$ cat src/rtl/npc_pkg.sv
package npc_pkg;
    typedef enum logic [1:0] {
        FLOW_SEQ  = 2'b00,
        FLOW_BR   = 2'b01,
        FLOW_JMP  = 2'b10,
        FLOW_JREG = 2'b11
    } flow_e;

    localparam logic COND_EQ  = 1'b0;
    localparam logic COND_GEZ = 1'b1;
endpackage

$ cat src/rtl/npc_cmp.sv
module npc_cmp #(
    parameter int XLEN = 32
) (
    input  logic            cond,
    input  logic [XLEN-1:0] a,
    input  logic [XLEN-1:0] b,
    output logic            take
);
    import npc_pkg::*;

    always_comb begin
        if (cond == COND_GEZ) begin
            take = ~a[XLEN-1];
        end else begin
            take = (a == b);
        end
    end
endmodule

$ cat src/rtl/npc_target.sv
module npc_target #(
    parameter int XLEN  = 32,
    parameter int IMM_W = 16,
    parameter int JF_W  = 26
) (
    input  logic [XLEN-1:0]  pc,
    input  logic [1:0]       flow,
    input  logic             take,
    input  logic [IMM_W-1:0] imm,
    input  logic [JF_W-1:0]  jfield,
    input  logic [XLEN-1:0]  opa,
    output logic [XLEN-1:0]  target,
    output logic [XLEN-1:0]  ret_addr,
    output logic             misalign
);
    import npc_pkg::*;

    localparam int ALIGN_B = 2;
    localparam int EXT_W   = XLEN - IMM_W - ALIGN_B;
    localparam int REGION  = XLEN - JF_W - ALIGN_B;
    localparam logic [XLEN-1:0] STEP = XLEN'(1 << ALIGN_B);

    logic [XLEN-1:0] seq_pc;
    logic [XLEN-1:0] br_off;
    logic [XLEN-1:0] br_pc;
    logic [XLEN-1:0] jmp_pc;

    always_comb begin
        seq_pc   = pc + STEP;
        ret_addr = seq_pc + STEP;
        br_off   = {{EXT_W{imm[IMM_W-1]}}, imm, {ALIGN_B{1'b0}}};
        br_pc    = seq_pc + br_off;
        jmp_pc   = {seq_pc[XLEN-1 -: REGION], jfield, {ALIGN_B{1'b0}}};
        misalign = (flow == FLOW_JREG) && (opa[ALIGN_B-1:0] != '0);
        unique case (flow)
            FLOW_SEQ:  target = seq_pc;
            FLOW_BR:   target = take ? br_pc : seq_pc;
            FLOW_JMP:  target = jmp_pc;
            default:   target = opa;
        endcase
    end
endmodule

$ cat src/rtl/npc_unit.sv
module npc_unit #(
    parameter int          XLEN     = 32,
    parameter int          IMM_W    = 16,
    parameter int          JF_W     = 26,
    parameter int          RA_W     = 5,
    parameter logic [31:0] RESET_PC = 32'h0000_0000
) (
    input  logic             clk,
    input  logic             rst,
    input  logic             en,
    input  logic [1:0]       flow,
    input  logic             cond,
    input  logic             link,
    input  logic             dst_override,
    input  logic [RA_W-1:0]  dst_reg,
    input  logic [IMM_W-1:0] imm,
    input  logic [JF_W-1:0]  jfield,
    input  logic [XLEN-1:0]  opa,
    input  logic [XLEN-1:0]  opb,
    output logic [XLEN-1:0]  pc,
    output logic             br_taken,
    output logic             align_fault,
    output logic             link_valid,
    output logic [XLEN-1:0]  link_addr,
    output logic [RA_W-1:0]  link_reg
);
    import npc_pkg::*;

    localparam logic [RA_W-1:0] LINK_DEFAULT = {RA_W{1'b1}};
    localparam logic [XLEN-1:0] STEP         = XLEN'(4);

    typedef struct packed {
        logic [XLEN-1:0] pc;
    } npc_state_t;

    npc_state_t state_d, state_q;

    logic            cmp_take;
    logic [XLEN-1:0] tgt;
    logic [XLEN-1:0] ret;
    logic            mis;

    npc_cmp #(.XLEN(XLEN)) u_cmp (
        .cond (cond),
        .a    (opa),
        .b    (opb),
        .take (cmp_take)
    );

    npc_target #(.XLEN(XLEN), .IMM_W(IMM_W), .JF_W(JF_W)) u_tgt (
        .pc       (state_q.pc),
        .flow     (flow),
        .take     (cmp_take),
        .imm      (imm),
        .jfield   (jfield),
        .opa      (opa),
        .target   (tgt),
        .ret_addr (ret),
        .misalign (mis)
    );

    always_comb begin
        state_d = state_q;
        if (en && !mis) begin
            state_d.pc = tgt;
        end
    end

    always_ff @(posedge clk) begin
        if (rst) begin
            state_q.pc <= XLEN'(RESET_PC);
        end else begin
            state_q <= state_d;
        end
    end

    always_comb begin
        pc          = state_q.pc;
        br_taken    = (flow == FLOW_BR) && cmp_take;
        align_fault = mis;
        link_valid  = link && ((flow == FLOW_JMP) || (flow == FLOW_JREG));
        link_addr   = ret;
        link_reg    = ((flow == FLOW_JREG) && dst_override) ? dst_reg : LINK_DEFAULT;
    end

    // a sequential step moves the PC forward by one word
    a_r2_seq_step: assert property (@(posedge clk) disable iff (rst)
        (en && flow == FLOW_SEQ) |=> (pc == $past(pc) + STEP));

    // with the enable low the PC holds
    a_r11_hold: assert property (@(posedge clk) disable iff (rst)
        !en |=> $stable(pc));

    // a misaligned register target leaves the PC untouched
    a_r8_fault_hold: assert property (@(posedge clk) disable iff (rst)
        align_fault |=> $stable(pc));

    // an aligned register jump lands exactly on the operand
    a_r7_jreg: assert property (@(posedge clk) disable iff (rst)
        (en && flow == FLOW_JREG && !align_fault) |=> (pc == $past(opa)));

    // the return address is two words past the PC
    a_r9_link: assert property (@(posedge clk) disable iff (rst)
        link_valid |-> (link_addr == pc + STEP + STEP));

    // the PC never becomes misaligned
    a_r8_aligned: assert property (@(posedge clk) disable iff (rst)
        pc[1:0] == 2'b00);
endmodule

$ cat config.mk
export PLATFORM = sky130hd
export DESIGN_NAME = npc_unit
export DESIGN_NICKNAME = d
export VERILOG_FILES = /design/src/rtl/npc_pkg.sv /design/src/rtl/npc_cmp.sv /design/src/rtl/npc_target.sv /design/src/rtl/npc_unit.sv
export SDC_FILE = /design/constraint.sdc
export NUM_CORES = 1
export LEC_CHECK = 0
export ABC_AREA = 0
export BUFFER_PORTS_ARGS = -buffer_cell sky130_fd_sc_hd__buf_4
export CAP_MARGIN = 25
export CORE_MARGIN = 8
export CORE_UTILIZATION = 45
export DETAILED_ROUTE_END_ITERATION = 7
export GPL_TIMING_DRIVEN = 0
export HOLD_SLACK_MARGIN = 0.15
export PLACE_DENSITY = 0.73
export SLEW_MARGIN = 20
export SYNTH_ARGS = -nofsm -noshare
export SYNTH_HDL_FRONTEND = slang
export SYNTH_SLANG_ARGS = --single-unit
$ cat constraint.sdc
create_clock -name clk -period 12.3 [get_ports clk]
set_input_delay 0.615 -clock clk [delete_from_list [all_inputs] [get_ports clk]]
set_output_delay 0.615 -clock clk [all_outputs]
set_load 0.02 [all_outputs]
* Word-level counts from Yosys, hierarchy flattened
Cells that the tools add are included.
** Storage, ports and cells
- Bits in registers :: 32
- Output and inout bits :: 72
- Bits of input ports :: 119
- Logic and storage cells :: 22
** Cells by class
- Muxes and demuxes :: 4
- Reductions and logical operators :: 9
- Bitwise gates (word level) :: 1
- Eq/ne operators :: 4
- Add/subtract/negate cells :: 3
** Operators with widths (count)
- $pmux 32 s3 :: 1
- $add 32x3->32 const B :: 2
- $add 32x32->32 :: 1
- $eq 32x32->1 :: 1
- $mux 32 :: 1
- $logic_and 1x1->1 :: 5
- $mux 5 :: 1
- $eq 2x2->1 const B :: 2
- $eq 2x1->1 const B :: 1
- $logic_not 2->1 :: 1
- $reduce_bool 2->1 :: 1
- $logic_not 1->1 :: 1
- $logic_or 1x1->1 :: 1
- $mux 1 :: 1
- $not 1->1 :: 1

* Longest topological paths before layout
Gate-level depths: netlist (run 1).
- Depth in word-level cells :: 4
- Mapped depth :: 18
- Mapped depth without buffers :: 16

* Hierarchy
Synthesis (run 1) repeated with hierarchy kept, for this count alone.
** Second synthesis, totals
- Cell total of the unflattened synthesis :: 790
- Area total of the unflattened synthesis :: 6058.3 µm²
** Modules (own cells, without submodules)
- npc_target :: cells an instance 591, times used 1, seq. area each 0.0 µm², area each 4073.9 µm²
- npc_unit :: cells an instance 154, times used 1, seq. area each 640.6 µm², area each 1625.3 µm²
- npc_cmp :: cells an instance 45, times used 1, seq. area each 0.0 µm², area each 359.1 µm²

* Worst setup path after synthesis (run 1)
No wires, ideal clock.
- Kind :: register to register
- Start :: register pc[5] (netlist name)
- End :: register pc[25] (netlist name)
- Data required time :: 12.166 ns
- Cell stages (with the launch flop) :: 18
- Setup slack :: 8.137 ns
- Arrival time :: 4.029 ns
- Setup time :: 0.134 ns
- Clock period less this slack :: 4.163 ns
- Buffers on the path :: 3
- Cells stage by stage :: dfxtp_1 -> buf_2 -> and4_1 -> buf_4 -> nand2_1 -> or3_1 -> xnor2_1 -> inv_1 -> ha_1 -> clkbuf_1 -> a21o_1 -> a21o_1 -> a221oi_1 -> a21oi_1 -> o2111a_1 -> or4b_2 -> a31oi_1 -> nor4_1
** On the way
- Cells in the longest elaborated chain, start to end :: 4
** Ends and longest elaborated chain
- $add 32x3->32 * :: RTL line npc_target.sv:29 : seq_pc = pc + STEP;
- $add 32x32->32 :: RTL line npc_target.sv:32 : br_pc = seq_pc + br_off;
- $mux 32 :: RTL line npc_target.sv:37 : FLOW_BR: target = take ? br_pc : seq_pc;
- $pmux 32 s3 * :: RTL line npc_target.sv:35 : unique case (flow)
Every way passes the cells marked *; elsewhere a longest branch is shown, timed or not.
A chain may end at the register's enable or synchronous reset.

* Worst setup path after layout (run 1)
- Start :: register pc[2] (netlist name)
- End :: register pc[24] (netlist name)
** On the way
- Cells in the longest elaborated chain, start to end :: 4
** Ends and longest elaborated chain (RTL line)
- $add 32x3->32 * :: npc_target.sv:29
- $add 32x32->32 :: npc_target.sv:32
- $mux 32 :: npc_target.sv:37
- $pmux 32 s3 * :: npc_target.sv:35
Marks and branches as above.

==> flow_summary.json, run 1 <==
{
  "status": "finished clean",
  "drive_gt1_share_pct": 27.73,
  "combPwrFrac_pct": 52.6,
  "fmax_mhz": 204.0,
  "maxSlewViolCount": 0,
  "cts_root_buf": "clkbuf_16",
  "place.gp.congestion": 0.9591,
  "hold_violations": 0,
  "drcViolationCount": 0,
  "drt-pass1-iter-count": 5,
  "cts_buffers": 5,
  "fin_ws_ns": 7.398,
  "r2r-end": "pc[24]",
  "htree_levels": 2,
  "synth-edff-count": 0,
  "cts.sinks": 32,
  "slowest_stage": "a211oi_1",
  "die_y_um": 124.8,
  "syn-instance-count": 718,
  "holdCritStartpoint": "pc[1]",
  "critPathRequiredTime_ns": 12.47,
  "syn_nets": 875,
  "maxCapViolCount": 0,
  "grt_usage_pct": 29.41,
  "async_flop_share_pct": 0,
  "n_antenna_cell": 0,
  "rsz0062_at_grt": "no",
  "worst_pin_slew_ns": 1.001,
  "p_leak_nw": 3.223,
  "drt-total-wl_mm": 24.36,
  "vias_per_cell": 6.168,
  "grt_max_degree": 19,
  "min_period_ns": 4.902,
  "relSlewSlack_pct": 32.99,
  "layout.nets": 1073,
  "drtIter0Drc": 656,
  "ys.flop_type": "dfxtp_1",
  "ff2ff_setup_slack_ns": 7.40,
  "crit_path_end_kind": "flip-flop",
  "grt.overflow.total": 0,
  "setup.worst_path.class": "reg -> reg",
  "cp.arrival_ns": 5.07,
  "ys_types": 75,
  "largest_reg_flops": 32,
  "clkLatencyLatePin_ns": 0.28,
  "critPathMaxFanout": 10,
  "grt_pass1_vias": 6299,
  "multiInputGateArea_sq_um": 4408,
  "synthesis.area_sq_um": 5325,
  "peakVddDrop_v": 0.00006331,
  "yosys_warnings": 0,
  "netSwitchingFraction_pct": 41.99,
  "p_seq_share_pct": 23.7,
  "dp_hpwl_mm": 19.91,
  "dr_wl_met3_mm": 2.625,
  "start_util_pct": 46.44,
  "cts_tree": "done",
  "cts-resized-gates": 0,
  "ios": 191,
  "holdCritPathClass": "reg -> reg",
  "ff2ff_path_depth": 15,
  "cp-start-kind": "flip-flop",
  "finClkSkew_ns": 0.003729,
  "cts_buffer_depth": 2,
  "grt_pass1_wl_mm": 36.67,
  "num_vias": 6532,
  "fp.dieW_um": 124.8,
  "ys_seq_area_share_pct": 12.03,
  "path_cells": "and2_1, buf_2, and2_1, nand2_1, xnor2_1, ha_1, a21oi_1, o21ai_0, a211oi_1, a31oi_1, a211oi_1, o21bai_1, a221oi_1, xor2_1, o41ai_1",
  "design_area_sq_um": 7069,
  "area_delta_synth_final_pct": 32.75,
  "post_cts_buffers": 0,
  "ctsHoldBuffers": 0,
  "synth_seq_cells": 32,
  "ff_latch_area_sq_um": 640.6,
  "powerDensity_nw_per_um2": 73.43,
  "setup_viol": 0,
  "die_area_sq_um": 15570,
  "fin_tns_setup_ns": 0,
  "antenna_found_initial": 0,
  "syn_area_per_cell_sq_um": 7.417,
  "clkSlewWorstSetupHoldPaths_ns": 0.06,
  "ant_nets": 0,
  "regMostFlops": "pc",
  "fin_cells": 1059,
  "timing.rr.start": "pc[2]",
  "reg.largest.list": "pc x32",
  "clockPowerShare_pct": 23.6,
  "power_switching_mw": 0.2180,
  "dpl_cell_area_sq_um": 6930,
  "core_area_sq_um": 11470,
  "top_layer": "met4",
  "port_buffers": 190,
  "place_inst": 1051,
  "dp_slack_ns": 7.520,
  "slowest_delay_ns": 0.63,
  "placementRows": 39,
  "m1WireLength_mm": 10.21,
  "post-route-period-util_pct": 39.85,
  "worstHoldPathCells": 1,
  "wl_per_cell_um": 23.00,
  "wl_met2_mm": 11.06,
  "p_int_mw": 0.3011,
  "fillers": 1082,
  "min_to": "pc[1]"
}
kinds of logic after synthesis:
group | count (synthesis) | share of synthesized area [%]
flip-flops | 32 | 12.03
adder cells (fa/ha/maj) | 38 | 9.069
buffers and inverters | 66 | 5.193
multiplexers | 21 | 4.347
XOR/XNOR | 109 | 18.63
AO/OA/AOI/OAI | 203 | 25.87
AND/OR/NAND/NOR | 249 | 24.86
worst max-delay path: cells and delay by family, from the launching register on:
kind            cells  cell delay (ns)
compound gates      8             2.26
simple gates        3             0.59
buf+inv             1             0.21
xor+xnor            2             0.79
fa+ha+maj           1             0.42
flops               1             0.53
how the worst max path moves through the flow:
stage	from	end	cells after the start
after global routing	pc[2]	pc[24]	15
final	pc[2]	pc[24]	15
after global placement	pc[2]	pc[30]	15
after floorplan	pc[5]	pc[25]	17
after detailed placement	pc[2]	pc[30]	15
after CTS	pc[2]	pc[30]	15
metal layers:
metal	GRT usage, %	vias to the layer above
met5	0	-
met4	6.024	0
met3	6.511	40
met2	47.32	388
met1	39.20	3063
li1	-	3041
layout by cell type, fill, tap and decap left out, drive strengths merged, types with 24 or more instances in the layout:
master | netlist | layout
o21ai | 24 | 24
nand3 | 27 | 27
a21oi | 49 | 49
xor2 | 28 | 28
dfxtp | 32 | 32
clkbuf | 27 | 34
nand2 | 59 | 59
nor2 | 53 | 53
inv | 27 | 27
xnor2 | 81 | 81
buf | 12 | 202
ha | 37 | 37
area by class of cell:
type	instances	area share, %
buffer	39	2.478
clock buffer	6	1.823
clock inverter	1	0.07080
inverter	27	1.434
multi-input combinational	620	62.35
sequential	32	9.062
tap	143	2.531
timing repair buffer	191	20.25
power by group through the flow:
stage          Sequential [mW]  Combinational, mW  Clock [mW]
6_report                 0.123              0.273       0.123
5_1_grt                  0.124              0.291       0.125
2_1_floorplan            0.130              0.150           0
4_1_cts                  0.123              0.268       0.121
3_5_place_dp             0.125              0.267           0
3_3_place_gp             0.125              0.263           0
cell usage after synthesis, drive strengths merged (16+ instances only):
master	count	area, sq um
nand3	27	152.7
xor2	28	275.3
xnor2	81	716.9
mux2	17	191.4
a21oi	49	245.2
nand2	59	224.0
o22ai	19	118.9
ha	37	462.9
a211oi	16	120.1
nor3	21	138.9
a21o	20	150.1
clkbuf	27	101.4
nor2	53	198.9
nand4	20	125.1
dfxtp	32	640.6
o21ai	24	120.1
inv	27	101.4
stage by stage:
step	utilization (%)	hold slack (ns)	power (mW)
floorplan	-	0.5421	0.2803
detailed placement	60.44	0.4838	0.3917
CTS	61.60	0.4947	0.5114
global route	61.65	0.5257	0.5402
finish	61.65	0.4989	0.5191
global placement	60.44	0.4738	0.3878
No activity file was read; power rests on OpenSTA's default activity.
==> run 2: changes to the inputs <==
ABC_AREA = 1   (was 0)
PLACE_DENSITY = 0.71   (was 0.73)
clock period = 4.8 ns   (was 12.3 ns; I/O delays follow)
==> flow_summary.json, run 2 <==
{
  "cts_tree": "done",
  "worst_pin_slew_ns": 0.9407,
  "grt_pass1_vias": 8261,
  "grt_pass1_wl_mm": 45.89,
  "synth_fa_ha_area_share_pct": 7.323,
  "cts.sinks": 32,
  "design_area_sq_um": 8408,
  "crit_path_end_kind": "flip-flop",
  "syn_area_per_cell_sq_um": 5.181,
  "fin_total_pwr_mw": 1.387,
  "layout.nets": 1626,
  "critPathRequiredTime_ns": 5.01,
  "cp.arrival_ns": 4.61,
  "grt_max_degree": 20,
  "synthMuxAreaShare_pct": 0,
  "fp.dieW_um": 137.1,
  "cp-start-kind": "flip-flop",
  "htree_levels": 2,
  "die_area_sq_um": 18790,
  "maxCapViolCount": 0,
  "synthSimpleGateAreaFrac_pct": 49.46,
  "rsz0062_at_grt": "no",
  "clockPowerShare_pct": 26.3,
  "holdCritPathClass": "in -> reg",
  "largest_reg_flops": 32,
  "regMostFlops": "pc",
  "ys_types": 43,
  "fillers": 1596,
  "placementRows": 44,
  "dpl_cell_area_sq_um": 8244,
  "holdCritStartpoint": "rst",
  "start_util_pct": 45.72,
  "p_int_mw": 0.7850,
  "clkSlewWorstSetupHoldPaths_ns": 0.06,
  "slowest_delay_ns": 0.76,
  "relSlewSlack_pct": 37.07,
  "power_switching_mw": 0.6018,
  "timing.rr.start": "pc[2]",
  "drtIter0Drc": 958,
  "grt.overflow.total": 0,
  "fmax_mhz": 227.3,
  "n_antenna_cell": 0,
  "cts_buffers": 5,
  "ff2ff_setup_slack_ns": 0.40,
  "setup.worst_path.class": "reg -> reg",
  "netSwitchingFraction_pct": 43.40,
  "synth_seq_cells": 32,
  "core_area_sq_um": 14420,
  "ff2ff_path_depth": 19,
  "yosys.area.top_type_share_pct": 25.10,
  "worstHoldPathCells": 2,
  "path_cells": "ha_1, nand4_2, nor2_2, nand3_1, xor2_1, inv_1, ha_1, nand2_1, inv_1, nand2_1, nor2_1, nand4_1, nand3_1, nand2_1, nand3_1, nor2_1, nor2_1, nand2_1, a31oi_1",
  "drcViolationCount": 0,
  "maxSlewViolCount": 0,
  "ctsHoldBuffers": 0,
  "die_y_um": 137.1,
  "synth_xor_area_share_pct": 8.803,
  "final_common_cell": "nand2_1",
  "synthesis.area_sq_um": 6595,
  "yosysTopAreaCell": "nand2_1",
  "synth.most_common_cell": "nand2_1",
  "drt-pass1-iter-count": 6,
  "port_buffers": 189,
  "place.gp.congestion": 0.9721,
  "post_cts_buffers": 0,
  "p_seq_share_pct": 22.6,
  "cts-resized-gates": 0,
  "post-route-period-util_pct": 91.65,
  "ys_seq_area_share_pct": 9.714,
  "crit_top_cell": "nand2_1",
  "vias_per_cell": 5.352,
  "drive_gt1_share_pct": 16.67,
  "syn-instance-count": 1273,
  "most-common-layout-cells": "nand2_1 (441), inv_1 (221), buf_4 (192)",
  "fin_cells": 1654,
  "min_to": "pc[8]",
  "ant_nets": 0,
  "critPathMaxFanout": 10,
  "async_flop_share_pct": 0,
  "status": "finished clean",
  "combPwrFrac_pct": 51.1,
  "cts_buffer_depth": 2,
  "slowest_stage": "xor2_1",
  "place_inst": 1646,
  "r2r-end": "pc[29]",
  "antenna_found_initial": 0,
  "wl_per_cell_um": 18.23,
  "synthTopCellsByCount": "nand2_1 (441), inv_1 (221), nor2_1 (132)",
  "dp_hpwl_mm": 26.21,
  "grt_usage_pct": 31.87,
  "powerDensity_nw_per_um2": 164.9,
  "cts_root_buf": "clkbuf_16",
  "min_period_ns": 4.399,
  "hold_violations": 0,
  "setup_viol": 0,
  "syn_nets": 1430,
  "ys.flop_type": "dfxtp_1",
  "area_delta_synth_final_pct": 27.49,
  "p_leak_nw": 4.608,
  "clkLatencyLatePin_ns": 0.28,
  "synth_compound_area_share_pct": 9.979,
  "fin_tns_setup_ns": 0,
  "synth_top_family_by_area": "simple AND/OR/NAND/NOR gates",
  "synth-edff-count": 0,
  "reg.largest.list": "pc x32",
  "drt-total-wl_mm": 30.15,
  "ios": 191,
  "synth.area.top_cells": "nand2_1 (25%), inv_1 (13%), dfxtp_1 (9.7%)",
  "yosys_warnings": 0,
  "peakVddDrop_v": 0.0001143,
  "finClkSkew_ns": 0.003553,
  "num_vias": 8853
}
==> run 2: worst max-delay path, delay by kind of cell (launching register included) <==
family,cells,cell delay (ns)
AO/OA/AOI/OAI,1,0.12
XOR/XNOR,1,0.76
adder cells (fa/ha/maj),2,0.70
buffers and inverters,2,0.18
flip-flops,1,0.60
AND/OR/NAND/NOR,13,1.93
==> run 2: cells by family after synthesis <==
| kind of cell | after synthesis |
|---|---|
| buffers and inverters | 254 |
| XOR/XNOR | 62 |
| flip-flops | 32 |
| adder cells (fa/ha/maj) | 38 |
| AO/OA/AOI/OAI | 124 |
| AND/OR/NAND/NOR | 763 |
==> run 2: power by group through the flow <==
| stage | sequential [mW] | clock (mW) | combinational (mW) |
|---|---|---|---|
| floorplan | 0.325 | 0 | 0.384 |
| global placement | 0.318 | 0 | 0.690 |
| detailed placement | 0.318 | 0 | 0.693 |
| CTS | 0.312 | 0.365 | 0.696 |
| global route | 0.315 | 0.379 | 0.773 |
| finish | 0.314 | 0.365 | 0.709 |
==> run 2: final cells by class <==
class | count | area [sq um] | share of cell area, %
well taps | 184 | 230.2 | 2.738
clock inverters | 2 | 35.03 | 0.4167
plain buffers | 25 | 110.1 | 1.310
repair buffers | 189 | 1419 | 16.87
inverters | 229 | 860.8 | 10.24
flip-flops and latches | 32 | 640.6 | 7.619
clock buffers | 6 | 128.9 | 1.533
multi-input cells | 987 | 4984 | 59.27
==> run 2: routing by layer <==
metal | global-route usage [%] | up-vias | wire, um
met1 | 42.90 | 3893 | 12910
met2 | 47.60 | 539 | 12510
met5 | 0 | - | 0
li1 | - | 4369 | -
met3 | 8.957 | 52 | 3723
met4 | 10.56 | 0 | 1010
==> run 2: how the worst max path moves through the flow <==
stage,start,to,slack (ns)
after floorplan,pc[2],pc[31],1.67
after global placement,pc[2],pc[29],0.40
after detailed placement,pc[2],pc[29],0.50
after CTS,pc[2],pc[29],0.47
after global routing,pc[2],pc[29],0.10
final,pc[2],pc[29],0.40
==> run 2: stage by stage <==
stage | util, % | hold WS, ns | worst slack (ns)
floorplan | - | 0.4549 | 1.667
global placement | 57.16 | 0.4572 | 0.4041
detailed placement | 57.16 | 0.4694 | 0.4999
CTS | 58.29 | 0.3381 | 0.4711
global route | 58.29 | 0.3518 | 0.1042
finish | 58.29 | 0.3375 | 0.4010
